## config.mk

```make
export PLATFORM = sky130hd
export DESIGN_NAME = wdt_twostage
export DESIGN_NICKNAME = d
export VERILOG_FILES = /design/src/rtl/wdt_pkg.sv /design/src/rtl/wdt_prescaler.sv /design/src/rtl/wdt_downcount.sv /design/src/rtl/wdt_regfile.sv /design/src/rtl/wdt_twostage.sv
export SDC_FILE = /design/constraint.sdc
export NUM_CORES = 1
export LEC_CHECK = 0
export ABC_AREA = 1
export CAP_MARGIN = 20
export CORE_MARGIN = 5
export CORE_UTILIZATION = 59
export DETAILED_ROUTE_END_ITERATION = 16
export PLACE_DENSITY = 0.81
export SYNTH_ARGS = -nofsm -noshare
export SYNTH_HDL_FRONTEND = slang
export SYNTH_SLANG_ARGS = --single-unit
```

## constraint.sdc

```tcl
create_clock -name clk -period 2.58 [get_ports clk]
set_input_delay 0.516 -clock clk [delete_from_list [all_inputs] [get_ports clk]]
set_output_delay 0.516 -clock clk [all_outputs]
set_load 0.1 [all_outputs]
```

## src/rtl/wdt_pkg.sv

```systemverilog
// Shared register map and bit positions of the two-stage watchdog.
// Assumes word addressing; bit positions are the ones software decodes.
package wdt_pkg;
    localparam int ADDR_W   = 3;
    localparam int HALT_BIT = 11;
    localparam int TMO1_BIT = 3;
    localparam int TMO2_BIT = 1;
    localparam int BOOT_BIT = 2;
    localparam int INIT_MIN = 4;

    typedef enum logic [ADDR_W-1:0] {
        REG_RELOAD = 3'd0,
        REG_INIT   = 3'd1,
        REG_CTRL   = 3'd2,
        REG_STAT1  = 3'd3,
        REG_STAT2  = 3'd4
    } wdt_reg_e;
endpackage

```

## src/rtl/wdt_prescaler.sv

```systemverilog
// Divides the core clock into one-cycle ticks, one every TICK_DIV cycles.
// Assumes run and restart are registered controls; restart suppresses a tick.
module wdt_prescaler #(
    parameter int TICK_DIV = 60_000_000
) (
    input  logic clk,
    input  logic rst_n,
    input  logic run,
    input  logic restart,
    output logic tick
);
    localparam int PW = (TICK_DIV > 1) ? $clog2(TICK_DIV) : 1;
    localparam logic [PW-1:0] LAST = PW'(TICK_DIV - 1);

    logic [PW-1:0] pcnt;

    // Tick fires on the last cycle of each division period.
    assign tick = run && !restart && (pcnt == LAST);

    // Division counter: cleared when stopped, restarted or wrapping.
    always_ff @(posedge clk) begin
        if (!rst_n || !run || restart || tick) begin
            pcnt <= '0;
        end else begin
            pcnt <= pcnt + 1'b1;
        end
    end
endmodule

```

## src/rtl/wdt_downcount.sv

```systemverilog
// Tick-driven down-counter that reloads on expiry or on request.
// Assumes init_val never below the minimum, so the count never reaches 0.
module wdt_downcount #(
    parameter int CNT_W = 10
) (
    input  logic             clk,
    input  logic             rst_n,
    input  logic             tick,
    input  logic             reload,
    input  logic [CNT_W-1:0] init_val,
    output logic [CNT_W-1:0] cnt,
    output logic             expire
);
    import wdt_pkg::*;

    // Expiry: a tick would take the count to zero.
    assign expire = tick && !reload && (cnt <= CNT_W'(1));

    // Count register: reload has priority, expiry reloads, tick decrements.
    always_ff @(posedge clk) begin
        if (!rst_n) begin
            cnt <= CNT_W'(INIT_MIN);
        end else if (reload || expire) begin
            cnt <= init_val;
        end else if (tick) begin
            cnt <= cnt - 1'b1;
        end
    end
endmodule

```

## src/rtl/wdt_regfile.sv

```systemverilog
// Software-visible registers, two-stage status flags and reset request.
// Assumes one access per cycle; a flag being set wins over a same-cycle clear.
module wdt_regfile #(
    parameter int DATA_W = 16,
    parameter int CNT_W  = 10
) (
    input  logic                      clk,
    input  logic                      rst_n,
    input  logic                      wr_en,
    input  logic [wdt_pkg::ADDR_W-1:0] addr,
    input  logic [DATA_W-1:0]         wdata,
    output logic [DATA_W-1:0]         rdata,
    input  logic [CNT_W-1:0]          cnt,
    input  logic                      expire,
    input  logic                      no_reboot,
    input  logic                      boot_fail,
    output logic                      halt,
    output logic [CNT_W-1:0]          init_val,
    output logic                      reload_pulse,
    output logic                      flag1,
    output logic                      flag2,
    output logic                      reset_req
);
    import wdt_pkg::*;

    localparam int HI_W = DATA_W - CNT_W;

    logic [HI_W-1:0] init_hi;
    logic            boot_flag;
    logic            wr_init, wr_ctrl, wr_st1, wr_st2;
    logic            stage1, stage2;

    // Write decode per register.
    assign reload_pulse = wr_en && (addr == REG_RELOAD);
    assign wr_init      = wr_en && (addr == REG_INIT);
    assign wr_ctrl      = wr_en && (addr == REG_CTRL);
    assign wr_st1       = wr_en && (addr == REG_STAT1);
    assign wr_st2       = wr_en && (addr == REG_STAT2);

    // Expiry stages: first arms the flag, second escalates.
    assign stage1 = expire && !flag1;
    assign stage2 = expire && flag1;

    // Initial-value register: small codes leave the field alone.
    always_ff @(posedge clk) begin
        if (!rst_n) begin
            init_val <= CNT_W'(INIT_MIN);
            init_hi  <= '0;
        end else if (wr_init) begin
            init_hi <= wdata[DATA_W-1:CNT_W];
            if (wdata[CNT_W-1:0] >= CNT_W'(INIT_MIN)) begin
                init_val <= wdata[CNT_W-1:0];
            end
        end
    end

    // Control register: only the halt bit is stored.
    always_ff @(posedge clk) begin
        if (!rst_n) begin
            halt <= 1'b1;
        end else if (wr_ctrl) begin
            halt <= wdata[HALT_BIT];
        end
    end

    // Status flags: set by events, cleared by writing ones.
    always_ff @(posedge clk) begin
        if (!rst_n) begin
            flag1     <= 1'b0;
            flag2     <= 1'b0;
            boot_flag <= 1'b0;
        end else begin
            flag1     <= (flag1 && !(wr_st1 && wdata[TMO1_BIT])) || stage1;
            flag2     <= (flag2 && !(wr_st2 && wdata[TMO2_BIT])) || stage2;
            boot_flag <= (boot_flag && !(wr_st2 && wdata[BOOT_BIT])) || boot_fail;
        end
    end

    // Reset request: one-cycle pulse after a second expiry, unless inhibited.
    always_ff @(posedge clk) begin
        if (!rst_n) begin
            reset_req <= 1'b0;
        end else begin
            reset_req <= stage2 && !no_reboot;
        end
    end

    // Read mux: live count, stored fields and flags.
    always_comb begin
        rdata = '0;
        case (addr)
            REG_RELOAD: rdata[CNT_W-1:0] = cnt;
            REG_INIT:   rdata = {init_hi, init_val};
            REG_CTRL:   rdata[HALT_BIT] = halt;
            REG_STAT1:  rdata[TMO1_BIT] = flag1;
            REG_STAT2: begin
                rdata[TMO2_BIT] = flag2;
                rdata[BOOT_BIT] = boot_flag;
            end
            default:    rdata = '0;
        endcase
    end
endmodule

```

## src/rtl/wdt_twostage.sv

```systemverilog
// Top of the two-stage watchdog: prescaler, down-counter and registers.
// Assumes a single synchronous clock domain for the bus and the timer.
module wdt_twostage #(
    parameter int TICK_DIV = 60_000_000,
    parameter int DATA_W   = 16,
    parameter int CNT_W    = 10
) (
    input  logic                       clk,
    input  logic                       rst_n,
    input  logic                       wr_en,
    input  logic [wdt_pkg::ADDR_W-1:0] addr,
    input  logic [DATA_W-1:0]          wdata,
    output logic [DATA_W-1:0]          rdata,
    input  logic                       no_reboot,
    input  logic                       boot_fail,
    output logic                       reset_req
);
    logic             tick, expire, halt, reload_pulse, flag1, flag2;
    logic [CNT_W-1:0] cnt, init_val;

    wdt_prescaler #(.TICK_DIV(TICK_DIV)) u_pre (
        .clk(clk), .rst_n(rst_n), .run(!halt), .restart(reload_pulse), .tick(tick)
    );

    wdt_downcount #(.CNT_W(CNT_W)) u_cnt (
        .clk(clk), .rst_n(rst_n), .tick(tick), .reload(reload_pulse),
        .init_val(init_val), .cnt(cnt), .expire(expire)
    );

    wdt_regfile #(.DATA_W(DATA_W), .CNT_W(CNT_W)) u_regs (
        .clk(clk), .rst_n(rst_n), .wr_en(wr_en), .addr(addr), .wdata(wdata),
        .rdata(rdata), .cnt(cnt), .expire(expire), .no_reboot(no_reboot),
        .boot_fail(boot_fail), .halt(halt), .init_val(init_val),
        .reload_pulse(reload_pulse), .flag1(flag1), .flag2(flag2),
        .reset_req(reset_req)
    );
endmodule

```

# [After elaboration in Yosys (flattened, before gate mapping)]
# Cells that the tools add are included.
# W data, S select, Z words.
[totals] register_bits=57 in_bits=24 elab_cells=63
[classes] add_sub_neg=2 order_cmp=2 n_eq_ne=5 n_mux=9 n_reduce_logical=36
[ops] cell="$add A26 B1 Y26 const B" n=1
[ops] cell="$eq A26 B26 Y1 const B" n=1
[ops] cell="$mux W10" n=2
[ops] cell="$logic_and A1 B1 Y1" n=18
[ops] cell="$pmux W6 S2" n=1
[ops] cell="$ge A10 B3 Y1 const B" n=1
[ops] cell="$le A10 B1 Y1 const B" n=1
[ops] cell="$sub A10 B1 Y10 const B" n=1
[ops] cell="$logic_not A1 Y1" n=8
[ops] cell="$logic_or A1 B1 Y1" n=7
[ops] cell="$eq A3 B2 Y1 const B" n=2
[ops] cell="$pmux W2 S3" n=1
[ops] cell="$mux W4" n=1
[ops] cell="$pmux W1 S2" n=2
[ops] cell="$eq A3 B1 Y1 const B" n=1
[ops] cell="$eq A3 B3 Y1 const B" n=1
[ops] cell="$logic_not A3 Y1" n=1
[ops] cell="$pmux W1 S3" n=1
[ops] cell="$reduce_and A2 Y1" n=1
[ops] cell="$reduce_bool A2 Y1" n=1
[ops] cell="$mux W1" n=1

# [Logic depth before layout (Yosys ltp)]
[depth] depth_word=9 depth_mapped=11 ltp_nobuf=11

# [Modules after synthesis]
# Synthesis repeated with hierarchy kept, for this count alone.
[unflattened] hier_cells=526 area_unflattened_um2=3329.4
[modules_own_cells] module="wdt_prescaler" n_inst=1 cells_per_inst=221 area_per_inst_um2=1411.4 seq_area_each_um2=520.5
[modules_own_cells] module="wdt_regfile" n_inst=1 cells_per_inst=170 area_per_inst_um2=1124.8 seq_area_each_um2=420.4
[modules_own_cells] module="wdt_downcount" n_inst=1 cells_per_inst=134 area_per_inst_um2=789.5 seq_area_each_um2=200.2
[modules_own_cells] module="wdt_twostage" n_inst=1 cells_per_inst=1 area_per_inst_um2=3.8 seq_area_each_um2=0.0

# [Worst setup path after synthesis]
# OpenSTA, ideal clock, no wires.
[synth_timing] path_type="input to output" startpoint="input port addr[2] (netlist name)" endpoint="output port rdata[0]" arrival_time_ns=2.977 required_ns=2.064 setup_slack_ns=-0.913 stages=3 cell_sequence="nor2_4 -> nand2_1 -> o21ai_0"
[synth_between] elab_chain_len=2 elab_cells_between_ends=3
[synth_rtl] item="start, declared" line="wdt_twostage.sv:11" rtl="input logic [wdt_pkg::ADDR_W-1:0] addr,"
[synth_rtl] item="$eq A3 B1 Y1 / $logic_not A3 Y1 (equally long branches)" line="wdt_regfile.sv:91" rtl="case (addr)"
[synth_rtl] item="$pmux W1 S2 (*)" line="wdt_regfile.sv:91"
[synth_rtl] item="end, declared" line="wdt_twostage.sv:13" rtl="output logic [DATA_W-1:0] rdata,"
# Every way passes the cells marked *; elsewhere a longest branch is shown, timed or not.

# [Worst setup path in the final report]
[layout_timing] startpoint="input port addr[1] (netlist name)" endpoint="output port rdata[6]"
[layout_between] elab_chain_len=2 elab_cells_between_ends=3
[layout_rtl] item="$eq A3 B1 Y1 / $logic_not A3 Y1 (equally long branches)" line="wdt_regfile.sv:91"
[layout_rtl] item="$pmux W6 S2 (*)" line="wdt_regfile.sv:91"
# Marked as above.

==> results.md <==
* Status: finished clean
* Peak Freq at around 400 MHz
* Layout Cells excl Fill at between 500 and 600
* Synth Area in Compound Gates at 0.1452
* Main combinational cell family by area after synthesis: simple AND/OR/NAND/NOR gates
* Cell Pwr Density at 515.5 nW/um2
* Clk_skew at between 0.006 and 0.007 ns
* RR Startpoint: u_pre.pcnt[0]
* Largest net degree at the start of global routing at 25
* Cell count of the worst reg-to-reg path at 10
* Height of the die at around 83 um
* ANT nets after route at 0
* Crit-path max FO at 10
* Drc violations at 0
* Hpwl dp at 6068 um
* Synth Instances at 455
* Clk sinks at 57
* Final wirelength at about 8200 um
* Core ar. at between 5000 and 6000 um2
* Fin crit period at between 2 and 2.5 ns
* Vias per cell at between 5 and 6
* Design Area, Final at around 4000 um2
* Yosys warns at 0
* Count of final max-slew check failures at 0
* Number of global-route vias before repair at 2,982
* Avg Inst Size Synth at 6.817 um2
* Wire length per cell at 14.14 um
* Synth area leaders: dfxtp_1 37%, nand2_1 10%, inv_1 7.9%, nor2_1 6.2%, a21oi_1 5.6%
* Post-synthesis simple-gate area fraction at 0.3380
* Adder-Cell Fraction of Synth Area at 0.01210
* Worst-path clk slew at roughly 0.070 ns
* Total CTS buffers at 9
* Die footprint at between 6000 and 7000 um2
* Crit Path Class: primary input to output port
* First-pass DRT Iterations at 5
* Worst Tran Pin Value at slightly below 0.5 ns
* Pleak at 0.001504 uW
* Xor/xnor cell area share of the yosys netlist at 0.03106
* Tightest Hold Check Type: flip-flop to flip-flop
* Synth top area share at 0.3679
* Detailed Route Iter0 Violations at 285
* Hold Path Origin: u_regs.init_hi[3]
* Post-synth top area cell: dfxtp_1
* Core Rows at 26
* Starting Density at 0.6073
* Worst VDD drop at 0.3611 mV
* Diodes inserted at 0
* Skew-Pair Late Insertion Delay at 0.34 ns
* Required time of the critical path at between 2 and 2.5 ns
* Grt ovf at 0
* Syn nets at just under 500
* CP startpoint: addr[1]
* Routability-driven placement congestion ratio at around 0.93
* Critical Path AT at about 2.0 ns
* Maxcap violations at 0
* Critical Path End Type: output port
* H-tree levels at 3
* Global router's overall resource usage at 0.2612
* # nets final at around 530
* Multiplexer share of the synthesized area at 0
* FF+latch count, synth at 57
* Worst setup SP type: primary input
* Period utilization at 0.9681
* Top Family by Delay on Critical Path: buffers and inverters
* Num ports at between 40 and 50
* I/O Buffers at 40
* Worst hold path depth at 2
* Slew headroom at 0.6744
* Die width at between 80 and 90 um
* Seq/Total Area, Yosys at 0.3679
* # setup viols final at 0
* Fin util at 0.7785
* Initial antenna violation count at 0
* Critical-path cell list: clkdlybuf4s50_1, nor2_4, nand2_2, o22ai_1, buf_12
* Distinct cells, synth at 37
* CTS Root Cell: clkbuf_8
* RSZ-0062 raised after global routing: no
* Setup_tns at 0 ns
* First-pass GRT wire length at approximately 13,000 um
* Post-CTS Setup Inserts at 0
* Final-report hold violation count at 0
* CP max stage delay at ~0.5 ns
* TritonCTS clock tree: yes
* Via count at 3,207
* Area after DPL at 3740 um2
* Post-Syn Area at about 3100 um2
* Synth-to-layout area growth at 28.20%
* Highest-delay cell along the critical path: clkdlybuf4s50_1
* Stages on the worst setup path at 5
* Placed insts at between 500 and 600
* Share of layout cells above drive strength 1 at 0.1361
* CP bufs+invs at 2
* CTS Buffer Depth at 2
[power by group]
part	internal, uW	total [uW]	switching, uW
clock	593	958	365
sequential	894	901	7.52
combinational	77.7	191	113
[metrics by stage]
| step | hold slack (ns) | setup slack [ns] | total power [uW] |
|---|---|---|---|
| detailed placement | 0.4483 | 0.03615 | 1107 |
| global placement | 0.4379 | 0.1050 | 1102 |
| global route | 0.4956 | 0.02722 | 2123 |
| CTS | 0.4585 | 0.02686 | 2048 |
| floorplan | 0.4260 | -0.3632 | 1024 |
| finish | 0.4549 | 0.08222 | 2050 |
[cells in the final DEF (no fill, tap or decap), drive strengths merged, types with 2 or more instances in the layout]
cell type,n
nand2,92
inv,68
nor2,58
dfxtp,57
nand3,38
a21oi,36
o21ai,26
clkdlybuf4s50,23
buf,23
nor3,14
clkbuf,11
o22ai,7
nand4,7
xor2,6
o211ai,6
or2,6
xnor2,5
nor4,4
nor3b,4
clkinv,4
ha,3
o21bai,2
bufinv,2
[timing repair]
action / in CTS / in global routing
hold buffers: 0 / 0
endpoints found under the hold margin: 0 / 0
setup endpoints to repair: 0 / 5
gates resized for setup: 0 / 2
[tightest hold or removal path, stage by stage (launching register included)]
cell     delay (ns)
dfxtp_1        0.30
inv_1          0.06
a21oi_1        0.06
[path summary, 6_finish.rpt]
check	endpoint	slack, ns
max	rdata[6]	0.08
min	u_regs.init_hi[3]	0.45
max reg2reg	u_cnt.cnt[5]	0.63
min reg2reg	u_regs.init_hi[3]	0.45
[metal layers]
layer | wire (um) | up-vias | share of wire | global-route usage
li1 | - | 1575 | - | -
met1 | 3574 | 1436 | 0.44 | 0.3490
met2 | 3624 | 172 | 0.44 | 0.3974
met3 | 753 | 24 | 0.092 | 0.05531
met4 | 208 | 0 | 0.025 | 0.1307
met5 | 0 | - | 0 | 0
[kinds of logic (layout without fill, tap and decap cells)]
kind of cell,after synthesis,after routing
AO/OA/AOI/OAI,79,79
XOR/XNOR,11,11
adder cells (fa/ha/maj),3,3
buffers and inverters,80,132
flip-flops,57,57
AND/OR/NAND/NOR,225,225
[state kept, by name, summed over array words and instances, names as in the netlist]
name              flops
u_pre.pcnt           26
u_cnt.cnt            10
u_regs.init_val      10
u_regs.init_hi        6
u_regs.boot_flag      1
u_regs.flag1          1
u_regs.flag2          1
u_regs.halt           1
u_regs.reset_req      1
[cell type report]
type	count	area [um2]
Tap cell	70	87.58
Clock inverter	5	77.57
Multi-Input combinational cell	318	1640
Clock buffer	11	151.4
Inverter	70	262.8
Fill cell	384	1131
Timing Repair Buffer	46	615.6
Sequential cell	57	1141
[Yosys cell counts]
cell,count
a211oi_2,1
a21oi_1,35
a21oi_4,1
and3_1,1
buf_2,4
buf_6,3
clkbuf_1,3
clkinv_1,2
dfxtp_1,57
ha_1,3
inv_1,65
inv_2,3
nand2_1,86
nand2_2,6
nand3_1,35
nand3_2,2
nand3_4,1
nand3b_1,1
nand4_1,7
nor2_1,51
nor2_2,6
nor2_4,1
nor3_1,11
nor3_2,3
nor3b_1,4
nor4_1,4
o211ai_1,5
o211ai_2,1
o21ai_0,23
o21ai_1,3
o21bai_1,2
o22ai_1,7
o31ai_1,1
or2_0,2
or2_2,4
xnor2_1,5
xor2_1,6
(Power assumes the default switching activity.)
